--- config.mk ---
export PLATFORM = sky130hd
export DESIGN_NAME = tso_store_buffer
export DESIGN_NICKNAME = d
export VERILOG_FILES = /design/src/rtl/sb_pkg.sv /design/src/rtl/sb_entries.sv /design/src/rtl/sb_mem_ctl.sv /design/src/rtl/tso_store_buffer.sv
export SDC_FILE = /design/constraint.sdc
export NUM_CORES = 2
export LEC_CHECK = 0
export BUFFER_PORTS_ARGS = -buffer_cell sky130_fd_sc_hd__buf_2
export CAP_MARGIN = 20
export CELL_PAD_IN_SITES_DETAIL_PLACEMENT = 0
export CELL_PAD_IN_SITES_GLOBAL_PLACEMENT = 1
export CORE_MARGIN = 5
export CORE_UTILIZATION = 47
export CTS_BUF_LIST = sky130_fd_sc_hd__clkbuf_16
export DETAILED_ROUTE_END_ITERATION = 10
export PLACE_DENSITY = 0.87
export SLEW_MARGIN = 0
export SYNTH_ARGS = -nofsm -noshare
export SYNTH_HDL_FRONTEND = slang
export SYNTH_SLANG_ARGS = --single-unit
--- constraint.sdc ---
create_clock -name clk -period 5.98 [get_ports clk]
set_clock_uncertainty 0.05 [all_clocks]
set_input_delay 0.598 -clock clk [delete_from_list [all_inputs] [get_ports clk]]
set_output_delay 0.598 -clock clk [all_outputs]
set_load 0.01 [all_outputs]
--- src/rtl/sb_pkg.sv ---
package sb_pkg;
  typedef enum logic [1:0] {
    OP_LOAD  = 2'd0,
    OP_STORE = 2'd1,
    OP_FENCE = 2'd2
  } sb_op_e;
endpackage

--- src/rtl/sb_entries.sv ---
module sb_entries #(
  parameter int DEPTH = 8,
  parameter int AW    = 32,
  parameter int DW    = 32
) (
  input  logic          clk,
  input  logic          rst,
  input  logic          push,
  input  logic [AW-1:0] push_addr,
  input  logic [DW-1:0] push_data,
  input  logic          pop,
  input  logic [AW-1:0] srch_addr,
  output logic          hit,
  output logic [DW-1:0] hit_data,
  output logic [AW-1:0] head_addr,
  output logic [DW-1:0] head_data,
  output logic          full,
  output logic          empty
);
  localparam int PW = $clog2(DEPTH);

  logic [AW-1:0] addr_q [DEPTH];
  logic [DW-1:0] data_q [DEPTH];
  logic [PW-1:0] wr_ptr, rd_ptr;
  logic [PW:0]   count;
  logic [PW-1:0] idx;

  // storage written without reset
  always_ff @(posedge clk) begin
    if (push) begin
      addr_q[wr_ptr] <= push_addr;
      data_q[wr_ptr] <= push_data;
    end
  end

  always_ff @(posedge clk) begin
    if (rst) begin
      wr_ptr <= '0;
      rd_ptr <= '0;
      count  <= '0;
    end else begin
      if (push) wr_ptr <= wr_ptr + 1'b1;
      if (pop)  rd_ptr <= rd_ptr + 1'b1;
      case ({push, pop})
        2'b10:   count <= count + 1'b1;
        2'b01:   count <= count - 1'b1;
        default: count <= count;
      endcase
    end
  end

  assign full      = (count == (PW+1)'(DEPTH));
  assign empty     = (count == '0);
  assign head_addr = addr_q[rd_ptr];
  assign head_data = data_q[rd_ptr];

  // walk from oldest to youngest; a later match overrides an earlier one
  always_comb begin
    hit      = 1'b0;
    hit_data = '0;
    idx      = rd_ptr;
    for (int i = 0; i < DEPTH; i++) begin
      idx = rd_ptr + PW'(i);
      if (((PW+1)'(i) < count) && (addr_q[idx] == srch_addr)) begin
        hit      = 1'b1;
        hit_data = data_q[idx];
      end
    end
  end

  p_no_overflow_r2: assert property (@(posedge clk) disable iff (rst)
    push |-> !full);
  p_no_underflow_r5: assert property (@(posedge clk) disable iff (rst)
    pop |-> !empty);
endmodule

--- src/rtl/sb_mem_ctl.sv ---
module sb_mem_ctl #(
  parameter int AW = 32,
  parameter int DW = 32
) (
  input  logic          clk,
  input  logic          rst,
  input  logic          drain_req,
  input  logic [AW-1:0] drain_addr,
  input  logic [DW-1:0] drain_data,
  input  logic          rd_req,
  input  logic [AW-1:0] rd_addr,
  output logic          mem_req_valid,
  input  logic          mem_req_ready,
  output logic          mem_req_we,
  output logic [AW-1:0] mem_req_addr,
  output logic [DW-1:0] mem_req_wdata,
  input  logic          mem_rsp_valid,
  output logic          wr_done,
  output logic          rd_done
);
  logic busy_q, wr_q;

  // write-back wins over a read whenever both want the port
  assign mem_req_valid = !busy_q && (drain_req || rd_req);
  assign mem_req_we    = drain_req;
  assign mem_req_addr  = drain_req ? drain_addr : rd_addr;
  assign mem_req_wdata = drain_data;
  assign wr_done       = busy_q && wr_q && mem_rsp_valid;
  assign rd_done       = busy_q && !wr_q && mem_rsp_valid;

  always_ff @(posedge clk) begin
    if (rst) begin
      busy_q <= 1'b0;
      wr_q   <= 1'b0;
    end else if (mem_req_valid && mem_req_ready) begin
      busy_q <= 1'b1;
      wr_q   <= mem_req_we;
    end else if (mem_rsp_valid) begin
      busy_q <= 1'b0;
    end
  end

  p_req_hold_r10: assert property (@(posedge clk) disable iff (rst)
    (mem_req_valid && !mem_req_ready) |=>
      (mem_req_valid && $stable(mem_req_we) && $stable(mem_req_addr)));
  p_one_outstanding_r6: assert property (@(posedge clk) disable iff (rst)
    (mem_req_valid && mem_req_ready) |=> !mem_req_valid);
endmodule

--- src/rtl/tso_store_buffer.sv ---
module tso_store_buffer #(
  parameter int DEPTH = 8,
  parameter int AW    = 32,
  parameter int DW    = 32
) (
  input  logic          clk,
  input  logic          rst,
  input  logic          req_valid,
  output logic          req_ready,
  input  logic [1:0]    req_op,
  input  logic [AW-1:0] req_addr,
  input  logic [DW-1:0] req_wdata,
  output logic          rsp_valid,
  output logic [DW-1:0] rsp_data,
  output logic          fence_ack,
  output logic          empty,
  output logic          mem_req_valid,
  input  logic          mem_req_ready,
  output logic          mem_req_we,
  output logic [AW-1:0] mem_req_addr,
  output logic [DW-1:0] mem_req_wdata,
  input  logic          mem_rsp_valid,
  input  logic [DW-1:0] mem_rsp_data
);
  import sb_pkg::*;

  logic          full, sb_empty, hit, wr_done, rd_done;
  logic [DW-1:0] hit_data, head_data;
  logic [AW-1:0] head_addr;
  logic          accept, push, load_acc, fence_acc;
  logic          ld_miss_q, hit_rsp_q, fence_ack_q;
  logic [AW-1:0] ld_addr_q;
  logic [DW-1:0] hit_data_q;

  always_comb begin
    case (req_op)
      OP_LOAD:  req_ready = !ld_miss_q;
      OP_STORE: req_ready = !ld_miss_q && !full;
      default:  req_ready = !ld_miss_q && sb_empty;
    endcase
  end

  assign accept    = req_valid && req_ready;
  assign push      = accept && (req_op == OP_STORE);
  assign load_acc  = accept && (req_op == OP_LOAD);
  assign fence_acc = accept && (req_op[1] == 1'b1);

  sb_entries #(.DEPTH(DEPTH), .AW(AW), .DW(DW)) u_entries (
    .clk       (clk),
    .rst       (rst),
    .push      (push),
    .push_addr (req_addr),
    .push_data (req_wdata),
    .pop       (wr_done),
    .srch_addr (req_addr),
    .hit       (hit),
    .hit_data  (hit_data),
    .head_addr (head_addr),
    .head_data (head_data),
    .full      (full),
    .empty     (sb_empty)
  );

  sb_mem_ctl #(.AW(AW), .DW(DW)) u_mem (
    .clk           (clk),
    .rst           (rst),
    .drain_req     (!sb_empty),
    .drain_addr    (head_addr),
    .drain_data    (head_data),
    .rd_req        (ld_miss_q && sb_empty),
    .rd_addr       (ld_addr_q),
    .mem_req_valid (mem_req_valid),
    .mem_req_ready (mem_req_ready),
    .mem_req_we    (mem_req_we),
    .mem_req_addr  (mem_req_addr),
    .mem_req_wdata (mem_req_wdata),
    .mem_rsp_valid (mem_rsp_valid),
    .wr_done       (wr_done),
    .rd_done       (rd_done)
  );

  always_ff @(posedge clk) begin
    if (rst) begin
      ld_miss_q   <= 1'b0;
      ld_addr_q   <= '0;
      hit_rsp_q   <= 1'b0;
      hit_data_q  <= '0;
      fence_ack_q <= 1'b0;
    end else begin
      hit_rsp_q   <= load_acc && hit;
      hit_data_q  <= hit_data;
      fence_ack_q <= fence_acc;
      if (load_acc && !hit) begin
        ld_miss_q <= 1'b1;
        ld_addr_q <= req_addr;
      end else if (rd_done) begin
        ld_miss_q <= 1'b0;
      end
    end
  end

  assign rsp_valid = hit_rsp_q || rd_done;
  assign rsp_data  = hit_rsp_q ? hit_data_q : mem_rsp_data;
  assign fence_ack = fence_ack_q;
  assign empty     = sb_empty;

  p_hit_next_r3: assert property (@(posedge clk) disable iff (rst)
    (load_acc && hit) |=> rsp_valid);
  p_read_when_drained_r6: assert property (@(posedge clk) disable iff (rst)
    (mem_req_valid && !mem_req_we) |-> sb_empty);
  p_fence_drained_r7: assert property (@(posedge clk) disable iff (rst)
    fence_ack |-> empty);
  p_full_stall_r2: assert property (@(posedge clk) disable iff (rst)
    (full && req_valid && req_op == OP_STORE) |-> !req_ready);
  p_miss_blocks_r8: assert property (@(posedge clk) disable iff (rst)
    (load_acc && !hit) |=> !req_ready);
endmodule

Word level (Yosys, flattened, before mapping)
Memories as Yosys holds them, arrays and structs flattened. A register that Yosys moved wholly into a read port is not among the register bits.
Cells that the tools add are included.

word-level totals
  latch bits = 0
  bits in read-only memories = 0
  register bits = 79
  memories kept = 2
  bits in writable memories = 512

cells by class
  divide/modulo/power cells = 0
  shifts and indexed selects = 0
  order comparisons = 8
  reduce and logical (&&, ||, !) cells = 36
  muxes and demuxes = 30
  multipliers = 0
  equality and inequality tests = 12
  bitwise logic cells = 0
  add/sub/neg operators = 10

memory list
  name              words  width  read ports  clocked after Yosys merged registers in  wr ports  RTL line          text
  u_entries.addr_q  8      32     8           1                                        1         sb_entries.sv:22  logic [AW-1:0] addr_q [DEPTH];
  u_entries.data_q  8      32     8           1                                        1         sb_entries.sv:23  logic [DW-1:0] data_q [DEPTH];

operators by type and width
  operator                                                             number
  32-bit two-way mux                                                   10
  32-bit == test                                                       8
  1-bit logical AND                                                    23
  3-bit by 4-bit < comparator with 1-bit output, first input constant  4
  1-bit two-way mux                                                    14
  3-bit adder, second input constant                                   4
  3-bit two-way mux                                                    4
  1-bit by 4-bit < comparator with 1-bit output, first input constant  2
  2-bit by 4-bit < comparator with 1-bit output, first input constant  2
  4-bit case mux with 2 select lines                                   1
  3-bit by 1-bit adder with 3-bit output, second input constant        2
  3-bit by 2-bit adder with 3-bit output, second input constant        2
  1-bit zero test                                                      6
  2-bit nonzero test                                                   3
  4-bit by 1-bit adder with 4-bit output, second input constant        1
  2-bit by 1-bit == test with 1-bit output, second input constant      2
  4-bit == test, second input constant                                 1
  4-bit zero test                                                      1
  4-bit by 1-bit subtractor with 4-bit output, second input constant   1
  2-bit == test, second input constant                                 1
  2-bit zero test                                                      1
  1-bit logical OR                                                     2
  1-bit case mux with 2 select lines                                   1

Logic depth before layout (Yosys ltp)
An unclocked memory read counts as a cell.

  word-level depth = 14
  depth in mapped cells = 30
  gate-level depth less buffers = 15

Hierarchy
A second synthesis with hierarchy kept.

second synthesis, totals
  cells, all modules = 3,786
  area, all modules = 48,421.4 µm²

by module, submodules not included
  module            cells each  area an instance (µm²)  instances  sequential area each (µm²)
  sb_entries        3,444       44,714.1                1          15,635.0
  tso_store_buffer  259         2,824.0                 1          1,341.3
  sb_mem_ctl        83          883.3                   1          40.0

Least setup slack after synthesis
OpenSTA, ideal clock, no wires.

  kind = reg-to-reg
  from = register u_entries.count[1]
  to = memory u_entries.addr_q[0][0], enable pin
  arrival = 6,062 ps
  path slack = -697 ps
  buffers on the path = 0
  period minus slack after synthesis = 6,677 ps
  cell stages (with the launch flop) = 12
  setup time = 565 ps
  cell sequence = dfxtp_1 > inv_1 > ha_1 > inv_1 > nor3_1 > inv_1 > a21oi_1 > nand2_1 > nor2_1 > and2_1 > nand2b_1 > nor3_1

on the way
  word-level cells in the longest chain between the ends = 8
  elaborated cells on any way between the ends = 10
  classes of those cells = eq/ne: 1; mux: 3; reduce/logical: 6

ends and longest elaborated chain
  element                                      RTL line                text
  start: declaration                           sb_entries.sv:25        logic [PW:0] count;
  start signal: assignment                     sb_entries.sv:45        2'b10: count <= count + 1'b1;
  start signal: assignment                     sb_entries.sv:46        2'b01: count <= count - 1'b1;
  start signal: assignment                     sb_entries.sv:47        default: count <= count;
  4-bit == test                                sb_entries.sv:52        assign full = (count == (PW+1)'(DEPTH));
  1-bit zero test                              tso_store_buffer.sv:38  OP_STORE: req_ready = !ld_miss_q && !full;
  1-bit logical AND                            tso_store_buffer.sv:38
  1-bit case mux with 2 select lines (*)       tso_store_buffer.sv:36  case (req_op)
  net req_ready                                tso_store_buffer.sv:9   output logic req_ready,
  1-bit logical AND (*)                        tso_store_buffer.sv:43  assign accept = req_valid && req_ready;
  1-bit logical AND (*)                        tso_store_buffer.sv:44  assign push = accept && (req_op == OP_STORE);
  1-bit two-way mux (*)                        sb_entries.sv:30        if (push) begin
  1-bit two-way mux (implied by the code) (*)  sb_entries.sv:31        addr_q[wr_ptr] <= push_addr;
  end: declaration                             sb_entries.sv:22

The timed path passes the listed nets; every way through them passes the cells marked *.

Worst setup path after layout
  from = register u_entries.rd_ptr[0]
  to = register hit_data_q[19]

on the way
  word-level cells in the longest chain between the ends = 11
  elaborated cells on any way between the ends = 30
  classes of those cells = add/sub: 7; eq/ne: 7; mux: 7; reduce/logical: 7; memory: 2

ends and longest elaborated chain
  element                                 RTL line                text
  start: declaration                      sb_entries.sv:24        logic [PW-1:0] wr_ptr, rd_ptr;
  start signal: assignment                sb_entries.sv:43        if (pop) rd_ptr <= rd_ptr + 1'b1;
  3-bit by 1-bit adder with 3-bit output  sb_entries.sv:63        idx = rd_ptr + PW'(i);
  memory read 8 x 32 bit                  -
  32-bit == test                          sb_entries.sv:64        if (((PW+1)'(i) < count) && (addr_q[idx] == srch_addr)) begin
  1-bit logical AND                       sb_entries.sv:64
  32-bit two-way mux (6 in series)        sb_entries.sv:64
  32-bit two-way mux (*)                  sb_entries.sv:64
  end signal: assignment                  tso_store_buffer.sv:91  hit_data_q <= hit_data;
  end: declaration                        tso_store_buffer.sv:33  logic [DW-1:0] hit_data_q;

Every way passes the cells marked *; elsewhere a longest branch is shown, timed or not.
A chain may end at the register's enable or synchronous reset.

==> qor.yml <==
yosysTopAreaCell: "edfxtp_1"
syn_area_um2: 49700
synthXorXnorAreaFrac: 0.0342
fill_cells: 8913
final.min_clock_period_ps: 5640
ant_nets: 0
finalMaxSlewViolations: 0
drt_first_pass_iters: 8
fin_crit_sh: 0.942
cp.arrival_ps: 6120
synthFlopType: "edfxtp_1"
critPathMaxFanout: 34
fp.dieH_um: 335
cts_sinks: 594
drt_iter0_markers: 7073
row_count: 119
switching_share: 0.251
worst-r2r-cell-count: 15
fmax_ghz: 0.177
synth-edff-count: 512
max_slew_margin: 0.121
core_area_um2: 105000
regArea_um2: 17000
p_int_mw: 7.59
rr_startpoint: "u_entries.rd_ptr[0]"
crit_required_ps: 6460
gp_congestion: 1.13
syn_nets: 4272
post_cts_resized: 0
synthCells: 4162
hp-class: "primary input to flop"
yosysUniqueCellTypes: 84
synth_simple_gate_area_frac: 0.119
combPwrFrac: 0.090
finalNetCount: 4297
p_switching_mw: 2.55
rrSetupSlack_ps: 340
h-tree-depth: 3
synth_seq_cells: 594
dpl_cell_area_um2: 52000
antenna_found_initial: 23
vdd_drop_max_uv: 282
hpwlAfterDp_mm: 149
grt_usage: 0.367
multiInputGateArea_um2: 30400
crit_path_start_kind: "flop"
portBuffers: 204
yosys_warnings: 0
hold_start: "req_wdata[0]"
vias: 42500
cts_root_buffer: "clkbuf_16"
ios: 205
die_x_um: 335
drive_above_1_share: 0.291
synth_top_family_by_area: "multiplexers"
synth-adder-area-share: 0.00176
hold_end: "u_entries.data_q[6][0]"
r2r-end: "hit_data_q[19]"
p_clk_frac: 0.461
design_area_um2: 54600
grt_pass1_vias: 39600
syn_area_per_cell_um2: 11.9
synth-compound-area-share: 0.0865
setup_viol_count_final: 0
async_flop_share: 0
status: "finished clean"
clk_pin_slew_ps: 70
worstHoldPathCells: 1
syn2layout_area_growth_pct: 10.0
grt_overflow: 0
dieArea_um2: 112000
grt_max_degree: 141
critPathKind: "flop to flop"
ys_top_cells_by_count: "nand2_1 (585), mux4_2 (578), edfxtp_1 (512), mux2i_1 (388), clkbuf_1 (173)"
clk_latency_ps: 710
yosysTopAreaCellShare: 0.310
start_util: 0.472
cts_tree: "done"
report.final.hold_viol_count: 0
synth.area.mux_share: 0.367
power_mw: 10.1
critPathLaunch: "u_entries.rd_ptr[0]"
pwr-share-seq: 0.449
rsz0062_at_grt: "no"
drc_errors: 0
cp-end-kind: "flop"
postCtsSetupBuffers: 0
final.setup.tns_ps: 0
ys_seq_area_frac: 0.343
clock_path_buffers: 3
cts_made_buffers: 69
worstMarginPinSlew_ps: 1320
yosysMostFrequentCell: "nand2_1"
maxCapViolCount: 0
synth.area.top_cells: "edfxtp_1 (31%), mux4_2 (26%), mux2i_1 (7.8%)"
leakagePower_nw: 17.2
grt_pass1_wl_mm: 299
power.density_nw_per_um2: 186
hold_buffers: 0
wl_per_cell_um: 37.5
routed_wl_mm: 212
via_per_inst: 7.53
-- per-stage QoR --
stage	hold WS [ps]	util	std cells	setup WS, ps
2_1_floorplan	396	-	4162	271
4_1_cts	71.9	0.518	5626	564
3_3_place_gp	405	0.494	5501	621
3_5_place_dp	411	0.494	5501	602
6_report	109	0.520	5647	345
5_1_grt	97.7	0.520	5638	257
-- worst max path at each step --
| stage | to | slack, ps |
|---|---|---|
| after CTS | hit_data_q[19] | 560 |
| after floorplan | hit_data_q[15] | 270 |
| after global placement | ld_miss_q | 620 |
| final | hit_data_q[19] | 340 |
| after global routing | hit_data_q[21] | 260 |
| after detailed placement | hit_data_q[7] | 600 |
-- layer usage --
layer / track usage / vias to the layer above / routed length [um] / share of wire
met5: 0 / - / 54 / 0.00026
met2: 0.529 / 3858 / 89600 / 0.42
met3: 0.133 / 630 / 32800 / 0.16
met1: 0.506 / 21200 / 78100 / 0.37
li1: - / 16800 / - / -
met4: 0.148 / 8 / 10900 / 0.052
-- registers in the layout, summed over array words and instances, names as in the netlist, 3 cells and up, named ones only --
signal            count
u_entries.addr_q    256
u_entries.data_q    256
hit_data_q           32
ld_addr_q            32
u_entries.count       4
u_entries.rd_ptr      3
u_entries.wr_ptr      3
-- power groups by stage --
stage	Sequential [mW]	Combinational, mW	Clock [mW]
after floorplan	4.64	0.456	0
after global placement	4.64	0.866	0
after detailed placement	4.65	0.870	0
after CTS	4.56	0.874	4.73
after global routing	4.56	0.934	4.90
final	4.56	0.909	4.68
-- layout by cell type, fill, tap and decap left out, types with 44 or more instances in the layout --
cell	Yosys	routed
a21oi_1	82	82
a22oi_1	56	56
a31oi_1	81	81
and3_1	45	45
buf_2	111	203
buf_4	36	138
clkbuf_16	0	69
dfxtp_1	82	75
edfxtp_1	512	512
mux2_2	119	119
mux2i_1	388	388
mux4_2	578	578
nand2_1	585	583
nand2b_1	95	95
nand3_1	95	95
nand4_1	89	89
nor2_1	90	82
nor3_1	87	84
o2111ai_1	61	61
o21ai_0	69	67
o22ai_1	44	44
xnor2_1	157	156
-- cells by family (layout without fill, tap and decap cells) --
logic type | count (synthesis) | after routing
AOI/OAI and AO/OA | 599 | 599
buffers and inverters | 458 | 537
and+or+nand+nor | 1230 | 1230
DFF | 594 | 594
other | 0 | 15
adders and majority gates | 7 | 7
xor gates and xnor gates | 189 | 189
muxes | 1085 | 1085
-- worst max-delay path, stage by stage, from the launching register on --
cell and delay, ps:
dfxtp_4 400, inv_2 60, ha_4 540, buf_12 300, buf_12 250, mux4_2 580, a22oi_1 460, o211ai_1 170
a21oi_1 330, and3_1 420, nand4b_1 160, or2_1 600, buf_4 430, a311oi_1 310, o2111ai_1 120, and3_1 220
-- final cells by class --
type                       count  share of cell area
antenna                       15            0.000687
clock buffer                  69              0.0316
clock inverter                56              0.0145
inverter                      36             0.00247
multi-input combinational   3110               0.557
sequential                   594               0.312
tap                         1391              0.0319
timing repair buffer         376              0.0504
Power figures use the tool's default switching activity.
